--- config.mk ---
export PLATFORM = sky130hd
export DESIGN_NAME = bsp_pe
export DESIGN_NICKNAME = d
export VERILOG_FILES = /design/src/rtl/bsp_pkg.sv /design/src/rtl/bsp_lut.sv /design/src/rtl/bsp_carry.sv /design/src/rtl/bsp_bitstack.sv /design/src/rtl/bsp_pe.sv
export SDC_FILE = /design/constraint.sdc
export NUM_CORES = 1
export LEC_CHECK = 0
export BUFFER_PORTS_ARGS = -buffer_cell sky130_fd_sc_hd__buf_2
export CORE_ASPECT_RATIO = 0.7
export CORE_MARGIN = 1
export CORE_UTILIZATION = 41
export DETAILED_ROUTE_END_ITERATION = 8
export SETUP_SLACK_MARGIN = 0.1
export SLEW_MARGIN = 40
export SYNTH_ARGS = -nofsm -noshare
export SYNTH_HDL_FRONTEND = slang
export SYNTH_SLANG_ARGS = --single-unit
--- constraint.sdc ---
create_clock -name clk -period 6.8 [get_ports clk]
set_input_delay 1.02 -clock clk [delete_from_list [all_inputs] [get_ports clk]]
set_output_delay 1.02 -clock clk [all_outputs]
set_load 0.05 [all_outputs]
--- src/rtl/bsp_pkg.sv ---
package bsp_pkg;
  localparam int LUT_IN = 4;
  localparam int LUT_W  = 1 << LUT_IN;

  typedef struct packed {
    logic             pop;
    logic             push;
    logic             en_set;
    logic             wr_en;
    logic             wr_ram;
    logic             wr_tos;
    logic             carry_clr;
    logic             carry_upd;
    logic             konst;
    logic             aux_sel;
    logic [LUT_W-1:0] lut;
  } instr_t;

  localparam int INSTR_W = $bits(instr_t);

  function automatic logic lut_pick(input logic [LUT_W-1:0] table_bits,
                                    input logic [LUT_IN-1:0] idx);
    return table_bits[idx];
  endfunction

  function automatic logic maj3(input logic a, input logic b, input logic c);
    return (a & b) | (a & c) | (b & c);
  endfunction
endpackage

--- src/rtl/bsp_lut.sv ---
module bsp_lut
  import bsp_pkg::*;
(
  input  logic [LUT_W-1:0] lut_i,
  input  logic             ram_i,
  input  logic             tos_i,
  input  logic             nos_i,
  input  logic             aux_sel_i,
  input  logic             konst_i,
  input  logic             carry_i,
  output logic             result_o
);
  logic              aux_w;
  logic [LUT_IN-1:0] idx_w;

  assign aux_w    = aux_sel_i ? carry_i : konst_i;
  assign idx_w    = {ram_i, tos_i, nos_i, aux_w};
  assign result_o = lut_pick(lut_i, idx_w);
endmodule

--- src/rtl/bsp_carry.sv ---
module bsp_carry
  import bsp_pkg::*;
(
  input  logic clk,
  input  logic rst_n,
  input  logic fire_i,
  input  logic clr_i,
  input  logic upd_i,
  input  logic ram_i,
  input  logic tos_i,
  output logic carry_o
);
  always_ff @(posedge clk) begin
    if (!rst_n) begin
      carry_o <= 1'b0;
    end else if (fire_i) begin
      if (clr_i)      carry_o <= 1'b0;
      else if (upd_i) carry_o <= maj3(ram_i, tos_i, carry_o);
    end
  end
endmodule

--- src/rtl/bsp_bitstack.sv ---
module bsp_bitstack #(
  parameter int DEPTH = 8
) (
  input  logic clk,
  input  logic rst_n,
  input  logic fire_i,
  input  logic push_i,
  input  logic pop_i,
  input  logic wr_top_i,
  input  logic din_i,
  output logic tos_o,
  output logic nos_o
);
  localparam int PTR_W = (DEPTH > 2) ? $clog2(DEPTH) : 1;

  logic [DEPTH-1:0] mem_q;
  logic [PTR_W-1:0] ptr_q;
  logic [PTR_W-1:0] up_w;
  logic [PTR_W-1:0] dn_w;

  assign up_w  = ptr_q + 1'b1;
  assign dn_w  = ptr_q - 1'b1;
  assign tos_o = mem_q[ptr_q];
  assign nos_o = mem_q[dn_w];

  always_ff @(posedge clk) begin
    if (!rst_n) begin
      mem_q <= '0;
      ptr_q <= '0;
    end else if (fire_i) begin
      unique case ({push_i, pop_i})
        2'b10: begin
          mem_q[up_w] <= wr_top_i ? din_i : mem_q[ptr_q];
          ptr_q       <= up_w;
        end
        2'b01: begin
          if (wr_top_i) mem_q[dn_w] <= din_i;
          ptr_q <= dn_w;
        end
        default: begin
          if (wr_top_i) mem_q[ptr_q] <= din_i;
        end
      endcase
    end
  end
endmodule

--- src/rtl/bsp_pe.sv ---
module bsp_pe
  import bsp_pkg::*;
#(
  parameter int STACK_DEPTH = 8
) (
  input  logic               clk,
  input  logic               rst_n,
  input  logic               instr_valid,
  input  logic [INSTR_W-1:0] instr,
  input  logic               ram_rdata,
  output logic               ram_we,
  output logic               ram_wdata,
  output logic               tos_o,
  output logic               nos_o,
  output logic               carry_o,
  output logic               pe_en_o
);
  instr_t op;
  logic   pe_en_q;
  logic   exec_fire;
  logic   result_w;
  logic   cmd_push, cmd_pop, cmd_wr_tos, cmd_clr, cmd_en_set;

  assign op         = instr_t'(instr);
  assign exec_fire  = instr_valid & pe_en_q;
  assign cmd_push   = op.push;
  assign cmd_pop    = op.pop;
  assign cmd_wr_tos = op.wr_tos;
  assign cmd_clr    = op.carry_clr;
  assign cmd_en_set = instr_valid & op.en_set;

  bsp_lut u_lut (
    .lut_i     (op.lut),
    .ram_i     (ram_rdata),
    .tos_i     (tos_o),
    .nos_i     (nos_o),
    .aux_sel_i (op.aux_sel),
    .konst_i   (op.konst),
    .carry_i   (carry_o),
    .result_o  (result_w)
  );

  bsp_carry u_carry (
    .clk     (clk),
    .rst_n   (rst_n),
    .fire_i  (exec_fire),
    .clr_i   (op.carry_clr),
    .upd_i   (op.carry_upd),
    .ram_i   (ram_rdata),
    .tos_i   (tos_o),
    .carry_o (carry_o)
  );

  bsp_bitstack #(.DEPTH(STACK_DEPTH)) u_stack (
    .clk      (clk),
    .rst_n    (rst_n),
    .fire_i   (exec_fire),
    .push_i   (op.push),
    .pop_i    (op.pop),
    .wr_top_i (op.wr_tos),
    .din_i    (result_w),
    .tos_o    (tos_o),
    .nos_o    (nos_o)
  );

  always_ff @(posedge clk) begin
    if (!rst_n)                      pe_en_q <= 1'b1;
    else if (cmd_en_set)             pe_en_q <= 1'b1;
    else if (exec_fire && op.wr_en)  pe_en_q <= result_w;
  end

  assign pe_en_o   = pe_en_q;
  assign ram_we    = exec_fire & op.wr_ram;
  assign ram_wdata = result_w;
endmodule

==> metrics.md, run 1 <==
| Metric | Value |
|---|---|
| Buffers on Ports | 35 |
| Setup ws final | 1.92 ns |
| Vias in the first global route | 1369 |
| GP Congestion | 0.876 |
| Cts bufs inserted | 3 |
| Commonest non-fill, non-tap cell in the layout | buf_2 |
| Num rows | 18 |
| Clock skew | 0.00425 ns |
| Max_slew headroom | 0.500 |
| Syn_nets | 244 |
| Post-CTS setup repair buffer count | 0 |
| Worst-margin pin slew | 0.749 ns |
| Pint | 0.188 mW |
| FF-to-FF setup slack | 2.76 ns |
| DR iter-0 viols | 217 |
| WL per Instance | 17.0 um |
| Max Slew Vio Count | 0 |
| Worst Setup Start Kind | flip-flop |
| RSZ-0062 raised after global routing | false |
| CTS Root Cell | clkbuf_8 |
| Synth Area in XOR/XNOR | 0.0425 |
| Asr flop ratio synth | 0 |
| Cell variety after synth | 50 |
| Setup TNS | 0 ns |
| Mux contribution to synthesized area | 0.205 |
| Final min period | 4.88 ns |
| Final wirelength | 4840 um |
| Switching fraction of total power | 0.449 |
| Fraction of layout cells with a size suffix above 1 | 0.248 |
| Die width | 77.1 um |
| Grt ovf | 0 |
| Most frequent cells in the layout | buf_2 (35), nand2_1 (17), a31oi_1 (15) |
| Worst hold path type | reg -> reg |
| Area after DPL | 1800 sq um |
| Adder-Cell Fraction of Synth Area | 0.0309 |
| Clk_lat worst skew | 0.24 ns |
| Average cell area after synthesis | 7.72 sq um |
| Post-route cell area | 1850 sq um |
| Antenna-violating nets left | 0 |
| First-pass GRT wire length | 7250 um |
| DIE HEIGHT | 54.6 um |
| Worst r2r path cells | 10 |
| Initial Util | 0.444 |
| DR DRC count | 0 |
| I/O pin count | 36 |
| Antenna violations before repair | 0 |
| Power share of the sequential group | 0.269 |
| Top-area cell type share of the netlist area | 0.161 |
| Pre-Repair DR Iteration Count | 5 |
| Final Cycle Share | 0.717 |
| VDD IR max | 0.0000968 V |
| Worst-path fanout max | 22 |
| Vias after detailed routing | 1788 |
| YS warnings | 0 |
| Critical path arrival | 3.86 ns |
| Ant. Diodes | 0 |
| Main synth FF type | dfxtp_1 |
| Hold path depth | 2 |
| Critical Path RT | 5.78 ns |
| Synth area leaders | dfxtp_1 (16%), mux2i_1 (8.0%), a31oi_1 (5.8%) |
| Clock sink count | 13 |
| Area growth, synth to finish | 14.2% |
| WHS Endpoint | pe_en_o$_SDFFE_PP1P_ |
| Hold_sp | pe_en_o$_SDFFE_PP1P_ |
| Vias per cell | 6.30 |
| Post-synthesis simple-gate area fraction | 0.230 |
| Maxcap violations | 0 |
| Post-CTS Hold Fix Bufs | 0 |
| Core Area | 3650 sq um |
| Switch Pwr | 0.153 mW |
| Die area | 4210 sq um |
| Power share of the combinational group | 0.523 |
| Hold Vio Cnt, Final | 0 |
| Status | finished, final reports clean |
| Pwr dens | 184 nW/um^2 |
| Max Freq | 205 MHz |
| Resized cells post-CTS | 0 |
| Nets | 269 |
| DP HPWL | 3690 um |
| Area leader, netlist | dfxtp_1 |
| FF+latch count, synth | 13 |
| Pleak | 0.794 nW |
| Critical path type | reg -> out |
| Max H-tree Level | 1 |
| Post-Syn Instances | 210 |
| Largest net degree at the start of global routing | 23 |
| Clock slew at reported path FFs | 0.06 ns |
| Final setup viols | 0 |
| Register area share after synthesis | 0.161 |
| Pre-CTS setup slack | 2.28 ns |
| CTS tree | yes |
| Worst setup EP type | primary output |
| Syn Std Cell Area | 1620 sq um |
| Worst r2r src | u_stack.ptr_q[0]$_SDFFE_PN0P_ |
| Main combinational cell family by area after synthesis | compound AO/OA/AOI/OAI gates |
| CTS Buffer Depth | 2 |
| Clk pwr share | 0.208 |
| Post-synth EDFFs | 0 |
| Total GRT Usage | 0.227 |
| Compound-cell area share of the yosys netlist | 0.271 |
==> critical path: stages, from the launching register on <==
cell,delay (ns)
dfxtp_1,0.31
buf_4,0.25
inv_1,0.33
ha_1,0.75
mux4_1,0.42
mux2i_4,0.28
mux2i_1,0.36
mux2i_2,0.23
mux2i_4,0.34
buf_2,0.33
==> how the worst max path moves through the flow <==
| stage | from | cells past startpoint | to |
|---|---|---|---|
| floorplan | u_stack.ptr_q[0]$_SDFFE_PN0P_ | 10 | ram_wdata |
| global placement | u_stack.ptr_q[0]$_SDFFE_PN0P_ | 9 | ram_wdata |
| detailed placement | u_stack.ptr_q[0]$_SDFFE_PN0P_ | 9 | ram_wdata |
| CTS | u_stack.ptr_q[0]$_SDFFE_PN0P_ | 9 | ram_wdata |
| global route | u_stack.ptr_q[0]$_SDFFE_PN0P_ | 9 | ram_wdata |
| finish | u_stack.ptr_q[0]$_SDFFE_PN0P_ | 9 | ram_wdata |
==> routing by layer <==
layer  track usage  share of wire  wire [um]  vias to the layer above
met3         0.107           0.12        572                        4
met5             0              0          0                        -
met1         0.354           0.50       2400                      829
li1              -              -          -                      852
met4        0.0189         0.0064         31                        0
met2         0.271           0.38       1830                      103
==> logic make-up after synthesis <==
family	after synthesis
compound gates	64
xor+xnor	7
fa+ha+maj	4
buf+inv	24
flops	13
mux	23
simple gates	75
==> power groups by stage <==
stage / Sequential (mW) / Combinational [mW] / Clock [mW]
2_1_floorplan: 0.0896 / 0.135 / 0
3_3_place_gp: 0.0930 / 0.174 / 0
3_5_place_dp: 0.0929 / 0.173 / 0
4_1_cts: 0.0911 / 0.174 / 0.0729
5_1_grt: 0.0923 / 0.191 / 0.0788
6_report: 0.0916 / 0.178 / 0.0708
==> synthesized netlist by cell type (all sizes together) (5+ instances only) <==
| cell | count |
|---|---|
| a21oi | 8 |
| a31oi | 15 |
| nor2 | 14 |
| mux2i | 19 |
| nor3 | 14 |
| nand2b | 7 |
| o21ai | 12 |
| inv | 7 |
| nand3 | 5 |
| clkbuf | 15 |
| nand2 | 17 |
| dfxtp | 13 |
==> layout make-up <==
type | instances | area (sq um)
timing repair buffer | 37 | 190
clock inverter | 1 | 5.00
fill | 371 | 1800
tap | 50 | 62.6
sequential | 13 | 260
multi-input combinational | 173 | 1260
inverter | 7 | 26.3
clock buffer | 3 | 41.3
==> stage by stage <==
stage / hold slack, ns / utilization / instances / total power, mW
after global routing: 0.579 / 0.507 / 284 / 0.362
final: 0.551 / 0.507 / 284 / 0.340
after global placement: 0.563 / 0.494 / 280 / 0.267
after detailed placement: 0.547 / 0.495 / 280 / 0.266
after floorplan: 0.535 / - / 210 / 0.225
after CTS: 0.555 / 0.507 / 284 / 0.338
No activity file was read; power rests on OpenSTA's default activity.
==> run 2, diff against run 1 <==
--- a/config.mk
+++ b/config.mk
@@ -5,11 +5,13 @@
 export SDC_FILE = /design/constraint.sdc
 export NUM_CORES = 1
 export LEC_CHECK = 0
+export ABC_AREA = 1
 export BUFFER_PORTS_ARGS = -buffer_cell sky130_fd_sc_hd__buf_2
 export CORE_ASPECT_RATIO = 0.7
 export CORE_MARGIN = 1
 export CORE_UTILIZATION = 41
 export DETAILED_ROUTE_END_ITERATION = 8
+export PLACE_DENSITY = 0.65
 export SETUP_SLACK_MARGIN = 0.1
 export SLEW_MARGIN = 40
 export SYNTH_ARGS = -nofsm -noshare
==> constraint.sdc (replaced) <==
create_clock -name clk -period 4.1 [get_ports clk]
set_input_delay 0.615 -clock clk [delete_from_list [all_inputs] [get_ports clk]]
set_output_delay 0.615 -clock clk [all_outputs]
set_load 0.05 [all_outputs]
==> run 2 against run 1 <==
Against the previous run:
- sequential power grew 67%
- flip-flop and latch count is the same
- clock power grew 65%
- largest cell class unchanged
- critical path type unchanged
- worst setup slack lost 1.1 ns
==> metrics.md, run 2 <==
| Metric | Value |
|---|---|
| Worst setup EP type | primary output |
| I/O pin count | 36 |
| Vias after detailed routing | 1997 |
| Clock sink count | 13 |
| Worst-path fanout max | 28 |
| Max_slew headroom | 0.582 |
| Syn Std Cell Area | 1720 sq um |
| DP HPWL | 3610 um |
| Buffers on Ports | 35 |
| Largest net degree at the start of global routing | 29 |
| Compound-cell area share of the yosys netlist | 0.257 |
| Initial Util | 0.434 |
| Nets | 367 |
| CTS tree | yes |
| Fraction of layout cells with a size suffix above 1 | 0.190 |
| Critical path arrival | 2.71 ns |
| Worst r2r src | u_stack.ptr_q[0]$_SDFFE_PN0P_ |
| Die area | 4470 sq um |
| Top-area cell type share of the netlist area | 0.196 |
| Max Freq | 301 MHz |
| Post-synthesis simple-gate area fraction | 0.389 |
| Layout Cells excl Fill | 384 |
| Average cell area after synthesis | 5.61 sq um |
| Main synth FF type | dfxtp_1 |
| Vias in the first global route | 1640 |
| Area after DPL | 1880 sq um |
| Max Slew Vio Count | 0 |
| Post-synth EDFFs | 0 |
| CTS Root Cell | clkbuf_8 |
| Final Cycle Share | 0.811 |
| Die width | 79.5 um |
| Vias per cell | 5.20 |
| Grt ovf | 0 |
| GP Congestion | 0.927 |
| Clock slew at reported path FFs | 0.06 ns |
| Final setup viols | 0 |
| Total GRT Usage | 0.227 |
| Post-CTS Hold Fix Bufs | 0 |
| Main combinational cell family by area after synthesis | simple AND/OR/NAND/NOR gates |
| Antenna-violating nets left | 0 |
| Area leader, netlist | nand2_1 |
| Crit-path cells | buf_4, inv_4, ha_1, inv_1, nand2_1, nand2_1, nand2_2, nand3_1, nand3_1, nand3_2, nand2_4, buf_2 |
| Commonest non-fill, non-tap cell in the layout | nand2_1 |
| Worst path bufs/invs | 4 |
| Placed cell count | 380 |
| Final min period | 3.32 ns |
| Worst-margin pin slew | 0.622 ns |
| Synth Area in XOR/XNOR | 0.0102 |
| FF-to-FF setup slack | 1.26 ns |
| Resized cells post-CTS | 0 |
| Synth area leaders | nand2_1 (20%), dfxtp_1 (15%), inv_1 (9.6%) |
| Register area share after synthesis | 0.151 |
| CP Depth | 12 |
| DR DRC count | 0 |
| Pwr dens | 285 nW/um^2 |
| Critical Path RT | 3.48 ns |
| Top Family by Delay on Critical Path | buffers and inverters |
| VDD IR max | 0.000207 V |
| Ant. Diodes | 0 |
| Post-CTS setup repair buffer count | 0 |
| WL per Instance | 12.5 um |
| Asr flop ratio synth | 0 |
| Hold_sp | pe_en_o$_SDFFE_PP1P_ |
| Most numerous cell in the Yosys netlist | nand2_1 |
| Worst Setup Start Kind | flip-flop |
| DIE HEIGHT | 56.2 um |
| Area growth, synth to finish | 11.5% |
| Maxcap violations | 0 |
| Hold path depth | 2 |
| Max H-tree Level | 1 |
| Clock skew | 0.00152 ns |
| CTS Buffer Depth | 2 |
| RSZ-0062 raised after global routing | false |
| Cell variety after synth | 28 |
| Worst path slowest cell | ha_1 |
| Core Area | 3970 sq um |
| Hold Vio Cnt, Final | 0 |
| YS warnings | 0 |
| FF+latch count, synth | 13 |
| Critical path type | reg -> out |
| Pre-Repair DR Iteration Count | 5 |
| First-pass GRT wire length | 8020 um |
| Antenna violations before repair | 0 |
| Clk_lat worst skew | 0.24 ns |
| Most frequent cells in the layout | nand2_1 (90), inv_1 (44), buf_2 (35) |
| Status | finished, final reports clean |
| Cts bufs inserted | 3 |
| Pleak | 0.907 nW |
| Commonest cells in the netlist | nand2_1 (90), inv_1 (44), o21ai_0 (23) |
| Post-Syn Instances | 307 |
| Setup TNS | 0 ns |
| Final wirelength | 4820 um |
| WHS Endpoint | pe_en_o$_SDFFE_PP1P_ |
| DR iter-0 viols | 158 |
| Num rows | 19 |
| Post-route cell area | 1920 sq um |
| Mux contribution to synthesized area | 0 |
| Worst r2r path cells | 17 |
| Adder-Cell Fraction of Synth Area | 0.0290 |
| Syn_nets | 341 |
| Worst hold path type | reg -> reg |
| CP peak stage delay | 0.48 ns |
## run 2: cell types whose count changed in the layout (fill, tap and decap cells not counted), sizes merged, moves of 12 or more
cell   delta
o21a     +12
nand3    +17
nand2    +81
inv      +42
o21ai    +15
mux2i    -19
## run 2: cell type report
cell class	instances	area, sq um
well taps	52	65.1
inverters	49	186
multi-input cells	230	1180
fillers	421	2050
flip-flops and latches	13	260
clock buffers	4	45.0
repair buffers	36	183
## run 2: per-layer routing
layer	GRT usage	routed length [um]	up-vias
li1	-	-	1041
met1	0.394	2680	881
met2	0.287	1810	75
met3	0.0246	327	0
met4	0.0312	0	0
met5	0	0	-
## run 2: how the worst max path moves through the flow
stage | to | slack, ns | start
finish | ram_wdata | 0.78 | u_stack.ptr_q[0]$_SDFFE_PN0P_
global route | ram_wdata | 0.60 | u_stack.ptr_q[0]$_SDFFE_PN0P_
CTS | ram_wdata | 0.82 | u_stack.ptr_q[0]$_SDFFE_PN0P_
detailed placement | ram_wdata | 1.09 | u_stack.ptr_q[0]$_SDFFE_PN0P_
global placement | ram_wdata | 1.14 | u_stack.ptr_q[0]$_SDFFE_PN0P_
floorplan | ram_wdata | 1.12 | u_stack.ptr_q[0]$_SDFFE_PN0P_
## run 2: cells by family (layout without fill, tap and decap cells)
kind of cell    after synthesis  in the layout
simple gates                153            153
compound gates               71             71
fa+ha+maj                     4              4
flops                        13             13
xor+xnor                      2              2
buf+inv                      64             89
## run 2: report_power, final
part	switching, mW	internal [mW]	total (mW)	leakage [nW]
Clock	0.0484	0.0687	0.117	0.0228
Sequential	0.0163	0.137	0.153	0.106
Combinational	0.193	0.0834	0.277	0.778
Total	0.258	0.289	0.547	0.907
## run 2: per-stage QoR
| step | utilization | setup WS (ns) | hold WS, ns | power (mW) |
|---|---|---|---|---|
| CTS | 0.484 | 0.820 | 0.487 | 0.546 |
| global route | 0.484 | 0.600 | 0.512 | 0.587 |
| floorplan | - | 1.12 | 0.561 | 0.369 |
| finish | 0.484 | 0.777 | 0.478 | 0.547 |
| detailed placement | 0.472 | 1.09 | 0.481 | 0.426 |
| global placement | 0.472 | 1.14 | 0.472 | 0.427 |
## run 2: worst min-delay path, cell delays in order (launching register included)
cell and delay, ns:
dfxtp_1 0.31, o21ai_0 0.07, nand2_1 0.05
==> run 3, diff against run 2 <==
--- a/config.mk
+++ b/config.mk
@@ -11,7 +11,6 @@
 export CORE_MARGIN = 1
 export CORE_UTILIZATION = 41
 export DETAILED_ROUTE_END_ITERATION = 8
-export PLACE_DENSITY = 0.65
 export SETUP_SLACK_MARGIN = 0.1
 export SLEW_MARGIN = 40
 export SYNTH_ARGS = -nofsm -noshare
==> constraint.sdc (replaced) <==
create_clock -name clk -period 3.2 [get_ports clk]
set_input_delay 0.48 -clock clk [delete_from_list [all_inputs] [get_ports clk]]
set_output_delay 0.48 -clock clk [all_outputs]
set_load 0.05 [all_outputs]
==> run 3 against run 2 <==
Against the previous run:
- non-clock buffer count did not move
- wire length fell by 2.8%
- sequential power rose by 29%
- power rose by 28%
- cell count did not move
- largest power group unchanged
- highest routed layer is now met4
==> metrics.md, run 3 (synthesis gave the netlist of run 2 again) <==
| Metric | Value |
|---|---|
| Clock sink count | 13 |
| Max Slew Vio Count | 0 |
| I/O pin count | 36 |
| Clock skew | 0.00438 ns |
| Vias after detailed routing | 1953 |
| Pre-CTS setup slack | 0.418 ns |
| Max H-tree Level | 1 |
| Pwr dens | 365 nW/um^2 |
| First-pass GRT wire length | 7970 um |
| Clk_lat worst skew | 0.25 ns |
| Post-CTS setup repair buffer count | 0 |
| Initial Util | 0.434 |
| Antenna-violating nets left | 0 |
| Hold_ws | 0.453 ns |
| Critical path arrival | 2.40 ns |
| Vias per cell | 5.09 |
| Setup TNS | 0 ns |
| Resized cells post-CTS | 0 |
| CTS tree | yes |
| Worst r2r path cells | 16 |
| Area after DPL | 1880 sq um |
| Worst-margin pin slew | 0.576 ns |
| Final Cycle Share | 0.901 |
| Total Power | 0.702 mW |
| Max Freq | 347 MHz |
| CTS Buffer Depth | 2 |
| Worst hold path type | in -> reg |
| DP HPWL | 3540 um |
| Largest net degree at the start of global routing | 28 |
| Antenna violations before repair | 0 |
| Core Area | 3970 sq um |
| Ant. Diodes | 0 |
| Cts bufs inserted | 3 |
| Nets | 367 |
| Worst r2r src | u_stack.ptr_q[1]$_SDFFE_PN0P_ |
| Area growth, synth to finish | 11.7% |
| DIE HEIGHT | 56.2 um |
| Fraction of layout cells with a size suffix above 1 | 0.196 |
| Status | finished, final reports clean |
| Pre-Repair DR Iteration Count | 4 |
| Clock slew at reported path FFs | 0.06 ns |
| Die area | 4470 sq um |
| Final min period | 2.88 ns |
| Total GRT Usage | 0.230 |
| Post-CTS Hold Fix Bufs | 0 |
| Worst setup path endpoint | ram_wdata |
| CP startpoint | u_stack.ptr_q[1]$_SDFFE_PN0P_ |
| DR iter-0 viols | 130 |
| Worst-path fanout max | 12 |
| Post-route cell area | 1920 sq um |
| RSZ-0062 raised after global routing | false |
| Setup ws final | 0.316 ns |
| Buffers on Ports | 35 |
| Hold Vio Cnt, Final | 0 |
| VDD IR max | 0.000279 V |
| Final wirelength | 4680 um |
| FF-to-FF setup slack | 0.72 ns |
| Die width | 79.5 um |
| Critical path type | reg -> out |
| Worst setup EP type | primary output |
| Num rows | 19 |
| Worst Setup Start Kind | flip-flop |
| Commonest non-fill, non-tap cell in the layout | nand2_1 |
| Grt ovf | 0 |
| Maxcap violations | 0 |
| Vias in the first global route | 1605 |
| DR DRC count | 0 |
| Final setup viols | 0 |
| Pleak | 0.907 nW |
| GP Congestion | 0.863 |
| CTS Root Cell | clkbuf_8 |
| Critical Path RT | 2.72 ns |
| Max_slew headroom | 0.613 |
| Most frequent cells in the layout | nand2_1 (90), inv_1 (44), buf_2 (35) |
| WL per Instance | 12.2 um |
## run 3: cell counts in the layout (fill, tap and decap cells not counted)
Identical to the previous run, type by type.
## run 3: worst min-delay path by stage
| stage | cells past startpoint | endpoint | start | slack (ns) |
|---|---|---|---|---|
| finish | 3 | pe_en_o$_SDFFE_PP1P_ | instr[23] | 0.45 |
| global route | 3 | pe_en_o$_SDFFE_PP1P_ | instr[23] | 0.45 |
| CTS | 3 | pe_en_o$_SDFFE_PP1P_ | instr[23] | 0.44 |
| detailed placement | 2 | pe_en_o$_SDFFE_PP1P_ | pe_en_o$_SDFFE_PP1P_ | 0.47 |
| global placement | 2 | pe_en_o$_SDFFE_PP1P_ | pe_en_o$_SDFFE_PP1P_ | 0.47 |
| floorplan | 2 | flip-flop | flip-flop | 0.56 |
## run 3: power breakdown
group	total (mW)	leakage [nW]	internal, mW	switching [mW]
clock	0.154	0.0228	0.0883	0.0654
combinational	0.352	0.777	0.108	0.244
sequential	0.197	0.107	0.175	0.0212
## run 3: final cells by class
| class | count | area (sq um) |
|---|---|---|
| fillers | 431 | 2050 |
| multi-input cells | 230 | 1180 |
| flip-flops and latches | 13 | 262 |
| inverters | 49 | 186 |
| repair buffers | 36 | 183 |
| well taps | 52 | 65.1 |
| clock buffers | 4 | 45.0 |
## run 3: through the flow
step	instances	util
2_1_floorplan	307	-
3_3_place_gp	380	0.472
3_5_place_dp	380	0.472
4_1_cts	384	0.484
5_1_grt	384	0.485
6_report	384	0.485
## run 3: worst max-delay path, cell delays in order, from the launching register on
cell     delay, ns
dfxtp_2       0.42
inv_2         0.10
ha_2          0.43
inv_1         0.14
nand2_1       0.09
nand2_1       0.06
nand2_2       0.11
nand3_1       0.11
nand3_1       0.11
nand3_2       0.08
nand2_4       0.18
buf_2         0.30
## run 3: metal layers
metal / track usage / up-vias / wire, um
li1: - / 1036 / -
met1: 0.376 / 858 / 2590
met2: 0.304 / 54 / 1820
met3: 0.0197 / 5 / 213
met4: 0.0701 / 0 / 56
met5: 0 / - / 0
